<file path="config.mk">
export PLATFORM = sky130hd
export DESIGN_NAME = tri_field_mem
export DESIGN_NICKNAME = d
export VERILOG_FILES = /design/src/rtl/tfm_pkg.sv /design/src/rtl/tfm_ptr.sv /design/src/rtl/tfm_slice.sv /design/src/rtl/tri_field_mem.sv
export SDC_FILE = /design/constraint.sdc
export NUM_CORES = 1
export LEC_CHECK = 0
export BUFFER_PORTS_ARGS = -buffer_cell sky130_fd_sc_hd__buf_4
export CORE_MARGIN = 2
export CORE_UTILIZATION = 37
export CTS_BUF_LIST = sky130_fd_sc_hd__clkbuf_4 sky130_fd_sc_hd__clkbuf_8
export CTS_CLUSTER_DIAMETER = 80
export CTS_CLUSTER_SIZE = 28
export DETAILED_ROUTE_END_ITERATION = 16
export HOLD_SLACK_MARGIN = 0.1
export SKIP_LAST_GASP = 1
export SYNTH_ARGS = -nofsm -noshare
export SYNTH_HDL_FRONTEND = slang
export SYNTH_SLANG_ARGS = --single-unit
</file>
<file path="constraint.sdc">
create_clock -name clk -period 2.47 [get_ports clk]
set_input_delay 0.247 -clock clk [delete_from_list [all_inputs] [get_ports clk]]
set_output_delay 0.247 -clock clk [all_outputs]
set_load 0.01 [all_outputs]
</file>
<file path="src/rtl/tfm_pkg.sv">
package tfm_pkg;
    typedef enum logic [2:0] {
        MODE_SPLIT3        = 3'd0,
        MODE_CHAIN3        = 3'd1,
        MODE_CHAIN2_SPLIT1 = 3'd2,
        MODE_WIDE2         = 3'd3,
        MODE_WIDE_CHAIN    = 3'd4,
        MODE_DEEP3         = 3'd5,
        MODE_DEEP2_SPLIT1  = 3'd6,
        MODE_WIDE_DEEP     = 3'd7
    } tfm_mode_e;
endpackage

</file>
<file path="src/rtl/tfm_ptr.sv">
module tfm_ptr #(
    parameter int PW = 4
) (
    input  logic          clk,
    input  logic          rst_n,
    input  logic          clr,
    input  logic          adv,
    input  logic [PW-1:0] last,
    output logic [PW-1:0] ptr
);
    always_ff @(posedge clk or negedge rst_n) begin
        if (!rst_n)       ptr <= '0;
        else if (clr)     ptr <= '0;
        else if (adv)     ptr <= (ptr == last) ? '0 : ptr + PW'(1);
    end

    p_ptr_bound_r4: assert property (@(posedge clk) disable iff (!rst_n)
        ptr <= last);
    p_ptr_wrap_r4: assert property (@(posedge clk) disable iff (!rst_n)
        (!clr && adv && ptr == last) |=> ptr == '0);
    p_ptr_clear_r2: assert property (@(posedge clk) disable iff (!rst_n)
        clr |=> ptr == '0);
endmodule

</file>
<file path="src/rtl/tfm_slice.sv">
module tfm_slice #(
    parameter int W     = 8,
    parameter int DEPTH = 16,
    localparam int AW   = $clog2(DEPTH)
) (
    input  logic          clk,
    input  logic          we,
    input  logic [AW-1:0] waddr,
    input  logic [W-1:0]  wdata,
    input  logic          re,
    input  logic [AW-1:0] raddr,
    output logic [W-1:0]  rdata
);
    logic [W-1:0] mem [DEPTH];

    always_ff @(posedge clk) begin
        if (we) mem[waddr] <= wdata;
        if (re) rdata      <= mem[raddr];
    end
endmodule

</file>
<file path="src/rtl/tri_field_mem.sv">
module tri_field_mem
    import tfm_pkg::*;
#(
    parameter int DEPTH = 16,
    parameter int BW    = 8
) (
    input  logic          clk,
    input  logic          rst_n,
    input  logic [2:0]    mode_sel,
    input  logic [2:0]    wr_en,
    input  logic [2:0]    wr_rst,
    input  logic [2:0]    rd_en,
    input  logic [2:0]    rd_rst,
    input  logic [BW-1:0] din_a,
    input  logic [BW-1:0] din_b,
    input  logic [BW-1:0] din_c,
    output logic [BW-1:0] dout_a,
    output logic [BW-1:0] dout_b,
    output logic [BW-1:0] dout_c,
    output logic [3:0]    lane_oe
);
    localparam int HW = BW / 2;
    localparam int AW = $clog2(DEPTH);
    localparam int PW = AW + 2;

    tfm_mode_e mode;
    assign mode = tfm_mode_e'(mode_sel);

    logic [2:0] wfire, rfire;
    assign wfire = wr_en & ~wr_rst;
    assign rfire = rd_en & ~rd_rst;

    // set A pointers span up to three banks; sets B and C span one
    logic [PW-1:0] wp0, rp0, last0;
    logic [AW-1:0] wp_bc [2];
    logic [AW-1:0] rp_bc [2];

    always_comb begin
        unique case (mode)
            MODE_DEEP3:                         last0 = PW'(3*DEPTH-1);
            MODE_DEEP2_SPLIT1, MODE_WIDE_DEEP:  last0 = PW'(2*DEPTH-1);
            default:                            last0 = PW'(DEPTH-1);
        endcase
    end

    tfm_ptr #(.PW(PW)) u_wp0 (.clk(clk), .rst_n(rst_n), .clr(wr_rst[0]),
        .adv(wfire[0]), .last(last0), .ptr(wp0));
    tfm_ptr #(.PW(PW)) u_rp0 (.clk(clk), .rst_n(rst_n), .clr(rd_rst[0]),
        .adv(rfire[0]), .last(last0), .ptr(rp0));

    for (genvar ch = 1; ch < 3; ch++) begin : g_bc_ptr
        tfm_ptr #(.PW(AW)) u_wp (.clk(clk), .rst_n(rst_n), .clr(wr_rst[ch]),
            .adv(wfire[ch]), .last(AW'(DEPTH-1)), .ptr(wp_bc[ch-1]));
        tfm_ptr #(.PW(AW)) u_rp (.clk(clk), .rst_n(rst_n), .clr(rd_rst[ch]),
            .adv(rfire[ch]), .last(AW'(DEPTH-1)), .ptr(rp_bc[ch-1]));
    end

    logic [AW-1:0] wlo0, rlo0;
    logic [1:0]    whi0, rhi0;
    assign wlo0 = wp0[AW-1:0];
    assign rlo0 = rp0[AW-1:0];
    assign whi0 = wp0[PW-1:AW];
    assign rhi0 = rp0[PW-1:AW];

    // chained stages write one cycle after the upstream read, from its register
    logic          chained, chain_pend;
    logic [AW-1:0] chain_addr;
    logic [1:0]    rsel;
    assign chained = (mode == MODE_CHAIN3) || (mode == MODE_CHAIN2_SPLIT1)
                  || (mode == MODE_WIDE_CHAIN);

    always_ff @(posedge clk or negedge rst_n) begin
        if (!rst_n) begin
            chain_pend <= 1'b0;
            chain_addr <= '0;
            rsel       <= '0;
        end else begin
            chain_pend <= chained && rfire[0];
            chain_addr <= rlo0;
            if (rfire[0]) rsel <= rhi0;
        end
    end

    // slice ports: a (byte), bl/bh (nibbles of the middle bank), c (byte)
    logic          we_a, we_bl, we_bh, we_c, re_a, re_bl, re_bh, re_c;
    logic [AW-1:0] wa_a, wa_bl, wa_bh, wa_c, ra_a, ra_bl, ra_bh, ra_c;
    logic [BW-1:0] wd_a, wd_c, rd_a, rd_c;
    logic [HW-1:0] wd_bl, wd_bh, rd_bl, rd_bh;
    logic [3:0]    oe_next;

    always_comb begin
        {we_a, we_bl, we_bh, we_c, re_a, re_bl, re_bh, re_c} = '0;
        {wa_a, wa_bl, wa_bh, wa_c} = {4{wlo0}};
        {ra_a, ra_bl, ra_bh, ra_c} = {4{rlo0}};
        wd_a  = din_a;
        wd_bl = din_b[HW-1:0];
        wd_bh = din_b[BW-1:HW];
        wd_c  = din_c;
        oe_next = '0;
        unique case (mode)
            MODE_SPLIT3, MODE_CHAIN3, MODE_CHAIN2_SPLIT1: begin
                we_a = wfire[0];
                re_a = rfire[0];
                if (mode == MODE_SPLIT3) begin
                    {we_bl, we_bh} = {2{wfire[1]}};
                    {re_bl, re_bh} = {2{rfire[1]}};
                    {wa_bl, wa_bh} = {2{wp_bc[0]}};
                    {ra_bl, ra_bh} = {2{rp_bc[0]}};
                end else begin
                    {we_bl, we_bh} = {2{chain_pend}};
                    {re_bl, re_bh} = {2{rfire[0]}};
                    {wa_bl, wa_bh} = {2{chain_addr}};
                    wd_bl = rd_a[HW-1:0];
                    wd_bh = rd_a[BW-1:HW];
                end
                if (mode == MODE_CHAIN3) begin
                    we_c = chain_pend;
                    re_c = rfire[0];
                    wa_c = chain_addr;
                    wd_c = {rd_bh, rd_bl};
                    oe_next = {4{rfire[0]}};
                end else begin
                    we_c = wfire[2];
                    re_c = rfire[2];
                    wa_c = wp_bc[1];
                    ra_c = rp_bc[1];
                    oe_next = (mode == MODE_SPLIT3)
                            ? {rfire[2], rfire[1], rfire[1], rfire[0]}
                            : {rfire[2], rfire[0], rfire[0], rfire[0]};
                end
            end
            MODE_WIDE2, MODE_WIDE_CHAIN: begin
                {we_a, we_bl} = {2{wfire[0]}};
                {re_a, re_bl} = {2{rfire[0]}};
                if (mode == MODE_WIDE2) begin
                    {we_c, we_bh} = {2{wfire[1]}};
                    {re_c, re_bh} = {2{rfire[1]}};
                    {wa_c, wa_bh} = {2{wp_bc[0]}};
                    {ra_c, ra_bh} = {2{rp_bc[0]}};
                    oe_next = {rfire[1], rfire[1], rfire[0], rfire[0]};
                end else begin
                    {we_c, we_bh} = {2{chain_pend}};
                    {re_c, re_bh} = {2{rfire[0]}};
                    {wa_c, wa_bh} = {2{chain_addr}};
                    wd_c  = rd_a;
                    wd_bh = rd_bl;
                    oe_next = {4{rfire[0]}};
                end
            end
            MODE_DEEP3: begin
                we_a = wfire[0] && whi0 == 2'd0;
                re_a = rfire[0] && rhi0 == 2'd0;
                {we_bl, we_bh} = {2{wfire[0] && whi0 == 2'd1}};
                {re_bl, re_bh} = {2{rfire[0] && rhi0 == 2'd1}};
                we_c = wfire[0] && whi0 == 2'd2;
                re_c = rfire[0] && rhi0 == 2'd2;
                wd_bl = din_a[HW-1:0];
                wd_bh = din_a[BW-1:HW];
                wd_c  = din_a;
                oe_next = {3'b000, rfire[0]};
            end
            MODE_DEEP2_SPLIT1: begin
                we_a = wfire[0] && !whi0[0];
                re_a = rfire[0] && !rhi0[0];
                {we_bl, we_bh} = {2{wfire[0] && whi0[0]}};
                {re_bl, re_bh} = {2{rfire[0] && rhi0[0]}};
                wd_bl = din_a[HW-1:0];
                wd_bh = din_a[BW-1:HW];
                we_c = wfire[2];
                re_c = rfire[2];
                wa_c = wp_bc[1];
                ra_c = rp_bc[1];
                oe_next = {rfire[2], 2'b00, rfire[0]};
            end
            MODE_WIDE_DEEP: begin
                {we_a, we_bl} = {2{wfire[0] && !whi0[0]}};
                {re_a, re_bl} = {2{rfire[0] && !rhi0[0]}};
                {we_c, we_bh} = {2{wfire[0] && whi0[0]}};
                {re_c, re_bh} = {2{rfire[0] && rhi0[0]}};
                wd_c  = din_a;
                wd_bh = din_b[HW-1:0];
                oe_next = {2'b00, rfire[0], rfire[0]};
            end
        endcase
    end

    tfm_slice #(.W(BW), .DEPTH(DEPTH)) u_bank_a (.clk(clk), .we(we_a), .waddr(wa_a),
        .wdata(wd_a), .re(re_a), .raddr(ra_a), .rdata(rd_a));
    tfm_slice #(.W(HW), .DEPTH(DEPTH)) u_bank_bl (.clk(clk), .we(we_bl), .waddr(wa_bl),
        .wdata(wd_bl), .re(re_bl), .raddr(ra_bl), .rdata(rd_bl));
    tfm_slice #(.W(HW), .DEPTH(DEPTH)) u_bank_bh (.clk(clk), .we(we_bh), .waddr(wa_bh),
        .wdata(wd_bh), .re(re_bh), .raddr(ra_bh), .rdata(rd_bh));
    tfm_slice #(.W(BW), .DEPTH(DEPTH)) u_bank_c (.clk(clk), .we(we_c), .waddr(wa_c),
        .wdata(wd_c), .re(re_c), .raddr(ra_c), .rdata(rd_c));

    always_ff @(posedge clk or negedge rst_n) begin
        if (!rst_n) lane_oe <= '0;
        else        lane_oe <= oe_next;
    end

    always_comb begin
        dout_a = rd_a;
        dout_b = {rd_bh, rd_bl};
        dout_c = rd_c;
        unique case (mode)
            MODE_DEEP3:        dout_a = rsel[1] ? rd_c : (rsel[0] ? {rd_bh, rd_bl} : rd_a);
            MODE_DEEP2_SPLIT1: dout_a = rsel[0] ? {rd_bh, rd_bl} : rd_a;
            MODE_WIDE_DEEP: begin
                dout_a = rsel[0] ? rd_c : rd_a;
                dout_b = {rd_bh, rsel[0] ? rd_bh : rd_bl};
            end
            default: ;
        endcase
    end

    p_lane_a_on_read_r3: assert property (@(posedge clk) disable iff (!rst_n)
        (rd_en[0] && !rd_rst[0]) |=> lane_oe[0]);
    p_lane_a_off_idle_r3: assert property (@(posedge clk) disable iff (!rst_n)
        (!rd_en[0] || rd_rst[0]) |=> !lane_oe[0]);
    p_deep_one_bank_r8: assert property (@(posedge clk) disable iff (!rst_n)
        (mode == MODE_DEEP3) |-> $onehot0({re_a, re_bl, re_c}));
    p_unused_lanes_deep3_r9: assert property (@(posedge clk) disable iff (!rst_n)
        (mode == MODE_DEEP3) |=> lane_oe[3:1] == 3'b000);
    p_unused_lanes_wide_deep_r9: assert property (@(posedge clk) disable iff (!rst_n)
        (mode == MODE_WIDE_DEEP) |=> lane_oe[3:2] == 2'b00);
endmodule

</file>
==> flow_summary.toml <==
[timing]
setup_viol = 2
fin_ws_ps = -45.8
drv_slew = 0
fmax_mhz = 397
slew_headroom_pct = 55.2
final-hold-violation-count = 0
clock_skew_ps = 32.8
post-route-min-period_ps = 2520
tightestPinTransition_ps = 665
fin_hold_ws_ps = 115
rsz0062_at_grt = "true"
fin_crit_sh_pct = 102
fin_setup_tns_ps = -66.4

[final_layout]
final_area_um2 = 24000
regArea_um2 = 13200
final_util_pct = 43.6
final_common_cell = "edfxtp_1"
diodes = 0
final_cell_mix = "edfxtp_1, buf_4, mux2i_1"
num-fill-cells = 4962
syn_to_final_growth_pct = 16.9
drive_gt1_share_pct = 23.0
final_nets = 1748
multiInputGateArea_um2 = 6680

[die]
die_width_um = 239
num_io_pins = 69
fp.dieH_um = 239
num_rows = 86
start_util_pct = 37.3
core-area_um2 = 55000
dieArea_um2 = 57300

[synth]
synthCells = 1488
synthAdderAreaFrac_pct = 0.549
ys_seq_area_share_pct = 64.5
synth_cell_types = 76
synth_compound_area_share_pct = 9.73
synth_xor_area_share_pct = 0.457
synth_top_family_by_area = "multiplexers"
synth_area_um2 = 20500
synth_edf_count = 408
yosys.area_share.simple_pct = 9.93
synth.ff_latch_count = 447
yosys-mux-area-fraction_pct = 11.4
syn_area_per_cell_um2 = 13.8
ys.flop_type = "edfxtp_1"
async_flop_share_pct = 8.72
ys_warn_count = 0
syn_nets = 1538

[global_route]
globalRouteTotalUtil_pct = 19.1
use_met1_pct = 25.5
grt_use_met3_pct = 2.86
use_met2_pct = 32.1
grt_pass1_wl_um = 82500
grt-busiest-layer = "met2"
grt_pass1_vias = 13426
grt_max_degree = 41
grt_overflow = 0
antenna_found_initial = 0

[clock_tree]
htreeDepth = 1
cts_made_buffers = 24
cts_buffer_depth = 3
clk_pin_slew_ps = 150
root_buffer = "clkbuf_8"
cts_sinks = 447
clkLatencyLatePin_ps = 650
cts_tree = "done"

[route]
wl_per_cell_um = 22.4
first_iter_violations = 1561
viasPerCell = 5.47
dr.pass1.iters = 6
wl_um = 55200
num_vias = 13468
route.detailed.drc = 0
ant_nets = 0

[setup_path]
worstPathRequired_ps = 2220
start_kind = "register"
cp_common_cell = "buf_4"
r2r-end = "u_bank_c.mem[2][2]$_DFFE_PP_"
critPathSlowestCell = "dfrtp_1"
worstPathCellList = "nor2b_4, a21oi_4, nor2_4, buf_4, a222oi_1, buf_4, inv_1, buf_4"
rr_worst_depth = 6
crit_path_start = "rsel[1]$_DFFE_PN0P_"
crit_type = "register to output port"
cp_data_arrival_time_ps = 2270
critical-path-max-stage-delay_ps = 430
r2r-start = "u_wp0.ptr[5]$_DFFE_PN0P_"
worst-path-max-fanout = 5
rrSetupSlack_ps = 120
endpoint_kind = "output port"

[worst_hold_path]
min_path_type = "primary input to asynchronous set/reset pin"

[job]
max_cap_violations = 0

[pwr]
peakVddDrop_mv = 0.345
power_leakage_nw = 8.89
powerDensity_nw_per_um2 = 596

[status]
status = "finished, violations left"
violations = "negative setup slack"

[placed_design]
gp_congestion = 0.882
dpl-instance-area_um2 = 23100
place_ws_ps = -165
io_buffers = 68
dp.final_hpwl_um = 39400
[report_power, final]
part | switching, W | leakage (nW) | total, W | internal [W]
Combinational | 0.00119 | 4.40 | 0.00200 | 0.000816
Clock | 0.00248 | 0.279 | 0.00372 | 0.00123
Sequential | 0.000113 | 4.21 | 0.00858 | 0.00846
Total | 0.00378 | 8.89 | 0.0143 | 0.0105
[cells in the mapped netlist (all sizes together), types with 10 or more instances]
cell type / instances / area (µm²)
inv: 59 / 221
nand3: 53 / 270
a21oi: 53 / 277
mux2: 18 / 203
nor3: 19 / 106
a211oi: 14 / 105
and3: 18 / 113
nor2: 116 / 438
nor2b: 10 / 62.6
o211ai: 23 / 173
a22o: 13 / 114
o221ai: 37 / 343
dfrtp: 39 / 976
buf: 49 / 315
mux4: 40 / 901
nand2b: 31 / 194
nand2: 112 / 420
edfxtp: 408 / 12300
mux2i: 124 / 1240
o21ai: 56 / 280
a22oi: 12 / 90.1
clkbuf: 43 / 161
[what timing repair did]
| action | 4_1_cts | 5_1_grt |
|---|---|---|
| cloned | 0 | 0 |
| setup buffers | 0 | 3 |
| endpoints found under the setup margin | 7 | 8 |
| endpoints found under the hold margin | 198 | 0 |
| pin swaps | 3 | 4 |
| hold buffers | 27 | 0 |
| gates resized for setup | 9 | 6 |
[state kept, by name (all words and copies together) (netlist names), 4 cells and up]
signal,count
lane_oe,4
u_bank_bl.rdata,4
chain_addr,4
u_bank_c.rdata,8
u_bank_bl.mem,64
u_bank_a.mem,128
u_bank_bh.rdata,4
u_bank_a.rdata,8
g_bc_ptr.u_wp.ptr,8
u_bank_bh.mem,64
g_bc_ptr.u_rp.ptr,8
u_rp0.ptr,6
u_wp0.ptr,6
u_bank_c.mem,128
[critical path: cells and delay by family (launching register included)]
family	cells	cell delay, ps
buffers and inverters	4	500
AOI/OAI and AO/OA	2	480
DFF	1	430
and+or+nand+nor	2	220
[worst max path at each step]
stage	slack (ps)	cells after the start	endpoint
2_1_floorplan	-50	6	u_bank_c.mem[1][0]$_DFFE_PP_
3_3_place_gp	-120	7	u_bank_bh.rdata[0]$_DFFE_PP_
3_5_place_dp	-160	7	u_bank_bh.rdata[2]$_DFFE_PP_
4_1_cts	-40	6	dout_a[1]
5_1_grt	-180	6	dout_a[2]
6_report	-50	8	dout_a[6]
[per-stage QoR]
step | power [W] | instances
after floorplan | 0.00980 | 1488
final | 0.0143 | 2460
after CTS | 0.0144 | 2457
after global placement | 0.0107 | 2390
after detailed placement | 0.0107 | 2390
after global routing | 0.0148 | 2460
[routing by layer]
metal  share of wire, %  vias up
met5                  0        -
met4                3.2        0
met3                6.5       93
met2                 48      475
met1                 42     6773
li1                   -     6127
[cell type report]
cell class                 instances  share of cell area [%]
clock buffer                      28                    1.53
clock inverter                    12                   0.804
inverter                          59                   0.924
multi-input combinational        890                    27.9
sequential                       447                    55.2
tap                              748                    3.90
timing repair buffer             276                    9.79
[logic make-up (layout without fill, tap and decap cells)]
kind of cell / count (synthesis) / after routing
DFF: 447 / 447
and+or+nand+nor: 409 / 409
AOI/OAI and AO/OA: 281 / 281
muxes: 182 / 182
buffers and inverters: 151 / 375
adders and majority gates: 9 / 9
xor gates and xnor gates: 9 / 9
No activity file was read; power rests on OpenSTA's default activity.
